File: config.mk
export PLATFORM = sky130hd
export DESIGN_NAME = hs_strobe_fwd
export DESIGN_NICKNAME = d
export VERILOG_FILES = /design/src/rtl/hs_strobe_fwd_pkg.sv /design/src/rtl/hsf_sync.sv /design/src/rtl/hsf_hold_path.sv /design/src/rtl/hsf_stretch_path.sv /design/src/rtl/hs_strobe_fwd.sv
export SDC_FILE = /design/constraint.sdc
export NUM_CORES = 1
export LEC_CHECK = 0
export BUFFER_PORTS_ARGS = -buffer_cell sky130_fd_sc_hd__buf_2
export CORE_ASPECT_RATIO = 0.6
export CORE_MARGIN = 2
export CORE_UTILIZATION = 45
export CTS_CLUSTER_SIZE = 40
export DETAILED_ROUTE_END_ITERATION = 7
export GPL_ROUTABILITY_DRIVEN = 0
export HOLD_SLACK_MARGIN = 0.02
export PLACE_DENSITY = 0.73
export SLEW_MARGIN = 15
export SYNTH_ARGS = -nofsm -noshare
export SYNTH_HDL_FRONTEND = slang
export SYNTH_SLANG_ARGS = --single-unit
File: constraint.sdc
create_clock -name clk -period 1.8 [get_ports clk]
set_clock_uncertainty 0.2 [all_clocks]
set_input_delay 0.09 -clock clk [delete_from_list [all_inputs] [get_ports clk]]
set_output_delay 0.09 -clock clk [all_outputs]
set_load 0.02 [all_outputs]
File: src/rtl/hs_strobe_fwd_pkg.sv
package hs_strobe_fwd_pkg;

    typedef enum logic [1:0] {
        HOLD_IDLE   = 2'd0,
        HOLD_LOCK   = 2'd1,
        HOLD_FOLLOW = 2'd2
    } hold_st_e;

    typedef enum logic [1:0] {
        STR_IDLE    = 2'd0,
        STR_STRETCH = 2'd1,
        STR_TRACK   = 2'd2
    } str_st_e;

endpackage

File: src/rtl/hsf_sync.sv
module hsf_sync #(
    parameter int WIDTH = 2
) (
    input  logic             clk,
    input  logic             rst_n,
    input  logic [WIDTH-1:0] lvl_n,
    output logic [WIDTH-1:0] asserted
);
    logic [WIDTH-1:0] meta_q;
    logic [WIDTH-1:0] sync_q;

    // Active-low level converted to active-high; reset reads as released.
    always_ff @(posedge clk or negedge rst_n) begin
        if (!rst_n) begin
            meta_q <= '0;
            sync_q <= '0;
        end else begin
            meta_q <= ~lvl_n;
            sync_q <= meta_q;
        end
    end

    assign asserted = sync_q;
endmodule

File: src/rtl/hsf_hold_path.sv
module hsf_hold_path
    import hs_strobe_fwd_pkg::*;
#(
    parameter int HOLD_CYC = 6
) (
    input  logic clk,
    input  logic rst_n,
    input  logic sensed,
    input  logic en,
    input  logic self_drv,
    output logic pull_dn
);
    localparam int CW = $clog2(HOLD_CYC + 1);
    localparam int AW = CW + 1;

    hold_st_e        st_q, st_d;
    logic [CW-1:0]   cnt_q, cnt_d;
    logic            qual;
    logic            out_q;

    assign qual = sensed & en & ~self_drv;

    always_comb begin
        st_d  = st_q;
        cnt_d = cnt_q;
        unique case (st_q)
            HOLD_IDLE: begin
                if (qual) begin
                    st_d  = HOLD_LOCK;
                    cnt_d = CW'(HOLD_CYC - 1);
                end
            end
            HOLD_LOCK: begin
                if (!en) begin
                    st_d = HOLD_IDLE;
                end else if (cnt_q == '0) begin
                    st_d = qual ? HOLD_FOLLOW : HOLD_IDLE;
                end else begin
                    cnt_d = cnt_q - 1'b1;
                end
            end
            HOLD_FOLLOW: begin
                if (!qual) st_d = HOLD_IDLE;
            end
            default: st_d = HOLD_IDLE;
        endcase
    end

    always_ff @(posedge clk or negedge rst_n) begin
        if (!rst_n) begin
            st_q  <= HOLD_IDLE;
            cnt_q <= '0;
        end else begin
            st_q  <= st_d;
            cnt_q <= cnt_d;
        end
    end

    always_ff @(posedge clk or negedge rst_n) begin
        if (!rst_n) out_q <= 1'b0;
        else        out_q <= (st_d != HOLD_IDLE);
    end

    assign pull_dn = out_q;

    // Checker state: cycles the output has been high, saturating.
    logic [AW-1:0] age_q;
    always_ff @(posedge clk or negedge rst_n) begin
        if (!rst_n)                      age_q <= '0;
        else if (!out_q)                 age_q <= '0;
        else if (age_q != {AW{1'b1}})    age_q <= age_q + 1'b1;
    end

    AST_HOLD_MIN_WIDTH: assert property (@(posedge clk) disable iff (!rst_n)
        $fell(out_q) |-> (age_q >= AW'(HOLD_CYC)) || !$past(en));
    AST_HOLD_NO_EN: assert property (@(posedge clk) disable iff (!rst_n)
        !en |=> !out_q);
    AST_HOLD_SELF_BLOCK: assert property (@(posedge clk) disable iff (!rst_n)
        (!out_q && self_drv) |=> !out_q);
endmodule

File: src/rtl/hsf_stretch_path.sv
module hsf_stretch_path
    import hs_strobe_fwd_pkg::*;
#(
    parameter int MIN_W = 5
) (
    input  logic clk,
    input  logic rst_n,
    input  logic sensed,
    input  logic en,
    input  logic self_drv,
    output logic pull_dn
);
    localparam int CW = $clog2(MIN_W + 1);
    localparam int AW = CW + 1;

    str_st_e         st_q, st_d;
    logic [CW-1:0]   cnt_q, cnt_d;
    logic            qual;
    logic            out_q;

    assign qual = sensed & en & ~self_drv;

    always_comb begin
        st_d  = st_q;
        cnt_d = cnt_q;
        unique case (st_q)
            STR_IDLE: begin
                if (qual) begin
                    st_d  = STR_STRETCH;
                    cnt_d = CW'(MIN_W - 1);
                end
            end
            STR_STRETCH: begin
                if (cnt_q == '0) st_d = qual ? STR_TRACK : STR_IDLE;
                else             cnt_d = cnt_q - 1'b1;
            end
            STR_TRACK: begin
                if (!qual) st_d = STR_IDLE;
            end
            default: st_d = STR_IDLE;
        endcase
    end

    always_ff @(posedge clk or negedge rst_n) begin
        if (!rst_n) begin
            st_q  <= STR_IDLE;
            cnt_q <= '0;
        end else begin
            st_q  <= st_d;
            cnt_q <= cnt_d;
        end
    end

    always_ff @(posedge clk or negedge rst_n) begin
        if (!rst_n) out_q <= 1'b0;
        else        out_q <= (st_d != STR_IDLE);
    end

    assign pull_dn = out_q;

    logic [AW-1:0] age_q;
    always_ff @(posedge clk or negedge rst_n) begin
        if (!rst_n)                      age_q <= '0;
        else if (!out_q)                 age_q <= '0;
        else if (age_q != {AW{1'b1}})    age_q <= age_q + 1'b1;
    end

    AST_STRETCH_MIN_WIDTH: assert property (@(posedge clk) disable iff (!rst_n)
        $fell(out_q) |-> (age_q >= AW'(MIN_W)));
    AST_STRETCH_NO_EN: assert property (@(posedge clk) disable iff (!rst_n)
        (!out_q && !en) |=> !out_q);
    AST_STRETCH_SELF_BLOCK: assert property (@(posedge clk) disable iff (!rst_n)
        (!out_q && self_drv) |=> !out_q);
endmodule

File: src/rtl/hs_strobe_fwd.sv
module hs_strobe_fwd #(
    parameter int NUM_STROBES = 2,
    parameter int HOLD_CYC    = 6,
    parameter int MIN_W       = 5
) (
    input  logic                   clk,
    input  logic                   rst_n,
    input  logic [NUM_STROBES-1:0] a_strobe_n,
    input  logic [NUM_STROBES-1:0] b_strobe_n,
    input  logic [NUM_STROBES-1:0] a_self_drv,
    input  logic [NUM_STROBES-1:0] b_self_drv,
    input  logic [NUM_STROBES-1:0] dir_a2b,
    input  logic [NUM_STROBES-1:0] dir_b2a,
    output logic [NUM_STROBES-1:0] a_pull_dn,
    output logic [NUM_STROBES-1:0] b_pull_dn
);
    logic [NUM_STROBES-1:0] a_seen;
    logic [NUM_STROBES-1:0] b_seen;
    logic [NUM_STROBES-1:0] en_fwd;
    logic [NUM_STROBES-1:0] en_rev;

    hsf_sync #(.WIDTH(NUM_STROBES)) u_sync_a (
        .clk(clk), .rst_n(rst_n), .lvl_n(a_strobe_n), .asserted(a_seen)
    );
    hsf_sync #(.WIDTH(NUM_STROBES)) u_sync_b (
        .clk(clk), .rst_n(rst_n), .lvl_n(b_strobe_n), .asserted(b_seen)
    );

    // Conflicting enables cancel each other.
    assign en_fwd = dir_a2b & ~dir_b2a;
    assign en_rev = dir_b2a & ~dir_a2b;

    for (genvar g = 0; g < NUM_STROBES; g++) begin : g_strobe
        hsf_hold_path #(.HOLD_CYC(HOLD_CYC)) u_a2b (
            .clk(clk), .rst_n(rst_n), .sensed(a_seen[g]), .en(en_fwd[g]),
            .self_drv(a_self_drv[g]), .pull_dn(b_pull_dn[g])
        );
        hsf_stretch_path #(.MIN_W(MIN_W)) u_b2a (
            .clk(clk), .rst_n(rst_n), .sensed(b_seen[g]), .en(en_rev[g]),
            .self_drv(b_self_drv[g]), .pull_dn(a_pull_dn[g])
        );

        AST_CONFLICT_NO_FWD: assert property (@(posedge clk) disable iff (!rst_n)
            (dir_a2b[g] && dir_b2a[g]) |=> !b_pull_dn[g]);
        AST_CONFLICT_NO_REV: assert property (@(posedge clk) disable iff (!rst_n)
            (dir_a2b[g] && dir_b2a[g] && !a_pull_dn[g]) |=> !a_pull_dn[g]);
    end
endmodule

* Word level (Yosys, flattened, before mapping)
Cells that the tools add are included.
** Operators by class
- $add $sub $neg :: 4
- Equal/unequal tests :: 18
- Muxes and demuxes :: 36
- Bitwise logic cells :: 18
- Reductions and logical operators :: 20
** Operators with widths (count)
- $mux W2 :: 18
- $mux W3 :: 10
- $pmux W2 S3 :: 4
- $pmux W3 S2 :: 4
- $reduce_bool A2 Y1 :: 8
- $logic_not A3 Y1 :: 4
- $ne A2 B2 Y1 const B :: 6
- $sub A3 B1 Y3 const B :: 4
- $and A1 B1 Y1 :: 8
- $eq A2 B1 Y1 const B :: 4
- $eq A2 B2 Y1 const B :: 4
- $logic_not A2 Y1 :: 4
- $ne A2 B1 Y1 const B :: 4
- $not A2 Y2 :: 4
- $reduce_and A4 Y1 :: 2
- $reduce_and A3 Y1 :: 2
- $and A2 B2 Y2 :: 2
- $not A1 Y1 :: 4
** Storage, ports and cells
- Register bits after elaboration :: 32
- Bits of input ports :: 14

* Longest topological paths before layout
Gate-level depths: netlist of run 1.
- Depth in word-level cells :: 9
- Gate-level depth with buffers :: 5
- Gate-level depth less buffers :: 5

* By module
Synthesis of run 1 repeated with hierarchy kept, for this count alone.
** Second synthesis, totals
- Cells, all modules :: 148
- Area total of the unflattened synthesis :: 1610.3 um^2
** By module, submodules not included
- hsf_stretch_path :: times used 2, cells each 33, area each 329.1 um^2, sequential area each 150.1 um^2
- hsf_hold_path at g_strobe[1].u_a2b :: times used 1, cells each 33, area each 351.6 um^2, sequential area each 150.1 um^2
- hsf_hold_path at g_strobe[0].u_a2b :: times used 1, cells each 33, area each 350.3 um^2, sequential area each 150.1 um^2
- hsf_sync :: times used 2, cells each 6, area each 107.6 um^2, sequential area each 100.1 um^2
- hs_strobe_fwd :: times used 1, cells each 4, area each 35.0 um^2, sequential area each 0.0 um^2

* Worst setup path before layout of run 1
No wires, ideal clock.
- Path type :: reg-to-reg
- Start :: register g_strobe[1].u_b2a.cnt_q[0]
- End :: register g_strobe[1].u_b2a.cnt_q[0]
- Arrival time :: 1211 ps
- Slack :: 268 ps
- Stages on the path, launching flop included :: 6
- Cells stage by stage :: dfrtp_1 > inv_1 > ha_1 > nand2b_1 > mux2_1 > a22o_1
** Between the ends
- Cells in the longest elaborated chain, start to end :: 3
- Elaborated cells between the ends (all ways) :: 6
- Classes of those cells :: add/sub: 1; eq/ne: 1; mux: 2; reduce/logical: 2
** RTL lines
- start: declaration :: RTL line hsf_stretch_path.sv:17 : logic [CW-1:0] cnt_q, cnt_d;
- start signal: assignment :: RTL line hsf_stretch_path.sv:50 : cnt_q <= cnt_d;
- $sub A3 B1 Y3 or $logic_not A3 Y1 (tied branches) :: RTL line hsf_stretch_path.sv:35, hsf_stretch_path.sv:34
- $mux W3 or $ne A2 B2 Y1 (tied branches)
- $pmux W3 S2 or $reduce_and A3 Y1 (tied branches)
Parallel ways exist; a longest one is shown, timed or not. The select of a mux whose other input is x is not followed.
A chain may end at the register's enable or synchronous reset.

* Final worst setup path of run 1
Ends and elaborated chain as after synthesis.

==> results.md, run 1 <==
- CP max FO: 4
- Post-synth net total: 181
- Slowest stage delay, CP: 0.38 ns
- Setup TNS: 0 ns
- Fin. max-slew vios: 0
- Final setup fails: 0
- Yosys warns: 0
- WS Path Type: reg -> reg
- Period minus WS final: 1.68 ns
- Nets: 208
- Max-cap viol count: 0
- Area delta synth->final: 17.2%
- Type of origin of the critical path: flip-flop
- Drt first pass iters: 4
- Aggregate routed wire length: roughly 3000 um
- Largest net degree at the start of global routing: 33
- Mapped Cells: 159
- Hold_buf cts: 9
- Clk sinks: 32
- Max clock buf depth: 2
- Gr usage total: 0.173
- Syn_area_per_cell: 10.4 um2
- N_diodes: 0
- FILL cells: 310
- Initial DRC count: 60
- Status: finished clean
- Post-CTS resize count: 0
- Clock Latency Late Sink: 0.28 ns
- Slew headroom: 0.526
- Static Leak: 0.000871 uW
- Crit. End Element: flip-flop
- Setup bufs post-CTS: 0
- Final Hold Viols: 0
- H-tree levels: 2
- Worst-Margin Slew: about 0.7 ns
- Total Power: 2240 uW
- Pwr dens: 1150 nW/um2
- Num rows: 17
- Synth unique cells: 39
- Required @ worst endpoint: 1.77 ns
- Share of layout cells above drive strength 1: 0.134
- CTS tree: done
- Number of port buffers: 17
- Root buffer cell: clkbuf_8
- Routed len/inst: 13.0 um
- Vias per inst: 5.35
- Critical path's slowest cell: dfrtp_1
- Boundary Pins: 18
- Initial antenna violation count: 0
- Critical Path AT: ~1.7 ns
- Die width: 82.3 um
- CP cell instances: inv_1, ha_1, nand2b_1, mux2_1, a22o_1
- Hold Crit Class: in -> reg
- Die area: around 4200 um2
- Tcrit/Tclk final: 0.934
- Starting Density: 0.460
- Core Area: between 3000 and 4000 um2
- Routed vias: 1253
- RSZ-0062 raised after global routing: no
- Flops & latches, synth: 32
- Footprint of the multi-input gates: 746 um2
- Die Ht: 51.0 um
- Hold Path Depth: 3
- DP HPWL: between 2000 and 2500 um
- Post-route DRC: 0
- Seq/Total Area, Yosys: 0.484
- Sequential cell area: 801 um2
- Number of global-route vias before repair: approximately 1200
- Total CTS buffers: 5
- GRT overflow: 0
- FMAX: 595 MHz
- DRT antenna net count: 0
- Worst-path clk slew: 0.06 ns
- FF-to-FF path depth: 5
- Synth Cell Area: ~1700 um2
- First-pass GRT wire length: 5240 um
- Peak VDD IR: around 0.6 mV
-- stage by stage --
step,setup WS (ns),hold slack (ns),std cells,cell area (um2),utilization
2_1_floorplan,0.268,-0.406,159,1650,-
3_3_place_gp,0.236,-0.0293,217,1760,0.489
3_5_place_dp,0.137,-0.0172,217,1760,0.489
4_1_cts,0.123,0.0228,234,1940,0.539
5_1_grt,0.0623,0.0423,234,1940,0.539
6_report,0.118,0.0327,234,1940,0.539
-- Yosys cell counts --
cell type,count,area (um2)
a22oi_1,1,7.51
a211o_1,1,8.76
and4_1,1,8.76
o211a_1,1,10.0
inv_2,1,3.75
nand4b_1,1,8.76
o21ai_1,3,15.0
dfrtp_1,32,801
nor4_1,1,6.26
nand3b_1,1,7.51
nand4bb_1,2,22.5
a21oi_1,10,50.1
a32o_1,2,20.0
or3_2,1,7.51
nand3_1,7,35.0
o211ai_1,5,37.5
and2_1,1,6.26
mux2_1,1,11.3
a22o_1,1,8.76
a211oi_1,3,22.5
buf_2,2,10.0
and4bb_1,4,50.1
or4_1,2,15.0
nor3b_1,2,15.0
o2bb2ai_1,1,8.76
nor2_1,6,22.5
nand2b_1,8,50.1
ha_1,8,100
a21o_1,1,7.51
mux2i_1,4,40.0
nand2_1,6,22.5
a31oi_1,1,6.26
o21ai_0,4,20.0
nand4_1,1,6.26
o21bai_1,1,7.51
nor4bb_1,3,30.0
buf_4,4,30.0
inv_1,17,63.8
nor2b_1,8,50.1
-- state kept, by name, summed over array words and instances, names as in the netlist --
| register | flops |
|---|---|
| u_sync_b.asserted | 2 |
| g_strobe.u_b2a.st_q | 4 |
| g_strobe.u_b2a.cnt_q | 6 |
| g_strobe.u_a2b.cnt_q | 6 |
| u_sync_a.meta_q | 2 |
| u_sync_a.asserted | 2 |
| g_strobe.u_a2b.st_q | 4 |
| u_sync_b.meta_q | 2 |
| g_strobe.u_a2b.pull_dn | 2 |
| g_strobe.u_b2a.pull_dn | 2 |
-- where the power goes --
part | switching [uW] | internal (uW) | leakage [uW]
Combinational | 365 | 327 | 0.000435
Clock | 244 | 311 | 0.0000455
Sequential | 124 | 866 | 0.000391
-- cell type report --
type	count	share of cell area
sequential	32	0.413
multi-input combinational	103	0.385
timing repair buffer	26	0.0904
clock buffer	8	0.0465
inverter	18	0.0349
tap	47	0.0303
-- worst max-delay path, delay by kind of cell, from the launching register on --
kind	cells	cell delay, ns
flops	1	0.38
mux	1	0.34
fa+ha+maj	1	0.23
compound gates	1	0.18
simple gates	1	0.16
buf+inv	1	0.08
-- cells in the final DEF, fill, tap and decap left out, types with 4 or more instances in the layout --
| cell | n |
|---|---|
| nand2_1 | 6 |
| dlygate4sd3_1 | 9 |
| nand3_1 | 7 |
| dfrtp_1 | 32 |
| and4bb_1 | 4 |
| clkbuf_8 | 6 |
| mux2i_1 | 4 |
| nand2b_1 | 8 |
| nor2_1 | 6 |
| o211ai_1 | 5 |
| buf_2 | 17 |
| inv_1 | 17 |
| ha_1 | 8 |
| a21oi_1 | 10 |
| o21ai_0 | 4 |
| nor2b_1 | 8 |
-- logic make-up after synthesis --
kind of cell    Yosys count  share of synthesized area
simple gates             55                      0.220
compound gates           35                      0.139
flops                    32                      0.484
buf+inv                  24                     0.0651
fa+ha+maj                 8                     0.0605
mux                       5                     0.0310
-- path summary, 6_finish.rpt --
kind / slack (ns) / start / endpoint
worst max-delay path: 0.12 / g_strobe[1].u_b2a.cnt_q[0] / g_strobe[1].u_b2a.cnt_q[0]
worst min-delay path: 0.03 / dir_b2a[0] / g_strobe[0].u_b2a.st_q[1]
worst max register to register: 0.12 / g_strobe[1].u_b2a.cnt_q[0] / g_strobe[1].u_b2a.cnt_q[0]
worst min register to register: 0.15 / u_sync_a.meta_q[1] / u_sync_a.asserted[1]
max in group asynchronous: 0.75 / rst_n / g_strobe[1].u_b2a.cnt_q[1]
min in group asynchronous: 0.20 / rst_n / g_strobe[0].u_a2b.st_q[0]
-- routing by layer --
layer / routed length, um / global-route usage / vias up / part of all wire
met2: 1400 / 0.245 / 31 / 0.46
met3: 198 / 0.0795 / 4 / 0.065
met4: 46 / 0.0806 / 0 / 0.015
li1: - / - / 620 / -
met5: 0 / 0 / - / 0
met1: 1400 / 0.223 / 598 / 0.46
(Power assumes the default switching activity.)
==> run 2, diff against run 1 <==
--- a/config.mk
+++ b/config.mk
@@ -5,6 +5,7 @@
 export SDC_FILE = /design/constraint.sdc
 export NUM_CORES = 1
 export LEC_CHECK = 0
+export ABC_AREA = 1
 export BUFFER_PORTS_ARGS = -buffer_cell sky130_fd_sc_hd__buf_2
 export CORE_ASPECT_RATIO = 0.6
 export CORE_MARGIN = 2
==> run 2 against run 1 <==
  * Synthesized cell count rose by 23%
  * Sequential power fell by 6.7%
  * Worst setup slack got worse by 0.065 ns
  * Via count fell by 5.7%
  * First-iteration DRC count rose by 5.0%
  * Total power fell by 8.3%
  * Non-clock buffer count rose by 5
  * Final cell count rose by 18%
  * Combinational power fell by 11%
  * Register-to-register slack got worse by 0.07 ns
  * Sequential share of layout area fell by 1.0 points
  * Area after synthesis fell by 0.61%
==> results.md, run 2 <==
- Fin. max-slew vios: 0 (unchanged)
- Slew headroom: 0.535 (+0.00862)
- Ranking of synthesized cells by area: dfrtp_1, nand2_1, inv_1
- Clk sinks: 32 (unchanged)
- Count leader, synth: nand2_1
- Most common cell after layout, fill and taps aside: nand2_1
- Total CTS buffers: 5 (unchanged)
- Syn_area_per_cell: 8.39 um2 (-19%)
- H-tree levels: 2 (unchanged)
- Required @ worst endpoint: 1.76 ns (about the same)
- Number of port buffers: 17 (unchanged)
- Post-route DRC: 0 (unchanged)
- Critical path's slowest cell: dlygate4sd3_1
- Synth top area share: 0.487 (+0.00295)
- RSZ-0062 raised after global routing: yes
- First-pass GRT wire length: 4950 um (-5.5%)
- Initial antenna violation count: 0 (unchanged)
- Num rows: 16 (-1)
- Post-synth net total: 218 (+20%)
- Worst-path clk slew: 0.07 ns (about the same)
- Routed vias: 1182 (-5.7%)
- Largest regs: g_strobe.u_a2b.cnt_q: 6 flops, g_strobe.u_b2a.cnt_q: 6 flops
- FILL cells: 301 (-2.9%)
- Final core occ: 0.591 (+0.0520)
- Largest net degree at the start of global routing: 33 (unchanged)
- Async SR Flop Fraction: 1.00 (unchanged)
- Static Leak: 0.00111 uW (+28%)
- Delay-heaviest family, CP: buffers and inverters
- Max clock buf depth: 2 (unchanged)
- Type of origin of the critical path: flip-flop
- DRT antenna net count: 0 (unchanged)
- Slowest stage delay, CP: 0.56 ns (+0.18 ns)
- Initial DRC count: 63 (+5.0%)
- Synth Cell Area: 1640 um2 (-0.61%)
- CTS tree: done
- Die Ht: 50.8 um (-0.27%)
- Drt first pass iters: 4 (unchanged)
- GRT overflow: 0 (unchanged)
- Starting Density: 0.489 (+0.0287)
- Crit. End Element: flip-flop
- Pwr dens: 1030 nW/um2 (-11%)
- Die area: 4170 um2 (-0.56%)
- Max-cap viol count: 0 (unchanged)
- Synth unique cells: 19 (-51%)
- Share of layout cells above drive strength 1: 0.204 (+0.0707)
- Main synth FF type: dfrtp_1
- Status: finished clean
- Hold Crit Class: in -> reg
- Post-synth EDFFs: 0 (unchanged)
- Most frequent cells in the layout: nand2_1, inv_1, dfrtp_1
- Mapped Cells: 196 (+23%)
- DP Area: 1760 um2 (-0.14%)
- Final setup fails: 0 (unchanged)
- Boundary Pins: 18 (unchanged)
- FF-to-FF path depth: 6 (+1)
- Critical Path AT: 1.71 ns (+0.06 ns)
- Core Area: 3360 um2 (-6.4%)
- Period minus WS final: 1.75 ns (+0.0654 ns)
- Setup bufs post-CTS: 0 (unchanged)
- Aggregate routed wire length: 2740 um (-9.9%)
- Most frequent cells after synthesis: nand2_1, inv_1, dfrtp_1
- Crit path depth: 6 (+1)
- Cell taking the most area after synthesis: dfrtp_1
- CP max FO: 4 (unchanged)
- Post-Layout Inst Area: 1990 um2 (+2.6%)
- Clock Latency Late Sink: 0.28 ns (about the same)
- FMAX: 572 MHz (-3.7%)
- Peak VDD IR: 0.563 mV (-5.4%)
- Seq/Total Area, Yosys: 0.487 (+0.00295)
- Yosys warns: 0 (unchanged)
- Area delta synth->final: 20.9%
- Flops & latches, synth: 32 (unchanged)
- Routed len/inst: 9.96 um (-23%)
- Vias per inst: 4.30 (-20%)
- Worst-Margin Slew: 0.698 ns (-0.0129 ns)
- Number of global-route vias before repair: 1101 (-8.2%)
- Die width: 82.0 um (-0.29%)
- CP cell instances: inv_2, ha_4, nand2_1, nand3_2, nand2_2, dlygate4sd3_1
- Gr usage total: 0.161 (-0.0120)
- DP HPWL: 1950 um (-12%)
- N_diodes: 0 (unchanged)
- Nets: 252 (+21%)
- Hold Path Depth: 6 (+3)
- Root buffer cell: clkbuf_8
- WP buf/inv: 2 (+1)
- Final Hold Viols: 0 (unchanged)
- WS Path Type: reg -> reg
- Tcrit/Tclk final: 0.971 (+0.0363)
## run 2: tightest hold or removal path, cell delays in order
cell and delay, ns:
buf_2 0.12, inv_1 0.04, nand2_1 0.06, nor2_1 0.05
nand4_1 0.06, nand2_1 0.05
## run 2: final timing paths
kind,endpoint,startpoint,slack [ns]
max in group asynchronous,u_sync_b.asserted[0],rst_n,0.76
setup reg to reg,g_strobe[1].u_a2b.st_q[0],g_strobe[1].u_a2b.cnt_q[0],0.05
min in group asynchronous,u_sync_b.meta_q[1],rst_n,0.19
setup / recovery,g_strobe[1].u_a2b.st_q[0],g_strobe[1].u_a2b.cnt_q[0],0.05
hold reg to reg,u_sync_b.asserted[1],u_sync_b.meta_q[1],0.15
hold / removal,g_strobe[1].u_a2b.cnt_q[1],dir_b2a[1],0.04
## run 2: kinds of logic after synthesis
logic type      after synthesis  synth area share
buf+inv                      49             0.121
compound gates                2           0.00609
fa+ha+maj                     8            0.0609
simple gates                105             0.325
flops                        32             0.487
## run 2: report_power, final
group          total [uW]  switching [uW]  internal, uW
Sequential            925            76.2           849
Clock                 511             249           262
Combinational         616             378           237
Total                2050             703          1350
## run 2: layout make-up
type | count | area, um2 | area share
Clock buffer | 6 | 72.6 | 0.0365
Clock inverter | 1 | 5.00 | 0.00252
Tap cell | 45 | 56.3 | 0.0283
Multi-Input combinational cell | 115 | 657 | 0.330
Timing Repair Buffer | 31 | 228 | 0.115
Sequential cell | 32 | 801 | 0.403
Inverter | 45 | 169 | 0.0850
## run 2: metal layers
layer  GRT usage  part of all wire
met5           0                 0
met4      0.0639             0.012
met3      0.0548             0.035
met2       0.194              0.39
met1       0.254              0.56
## run 2: through the flow
stage               instances  TNS [ns]  hold slack (ns)  setup slack [ns]  total power (uW)
finish                    275         0           0.0403            0.0529              2050
floorplan                 196         0           -0.406             0.518              1390
global route              275   -0.0192           0.0964           -0.0192              2230
CTS                       276         0           0.0355            0.0147              2060
detailed placement        254         0          -0.0164             0.446              1520
global placement          254         0          -0.0151             0.454              1500
## run 2: what timing repair did
action	4_1_cts	5_1_grt
hold endpoints to repair	51	0
hold buffers	15	0
setup endpoints to repair	0	5
gates resized for setup	0	4
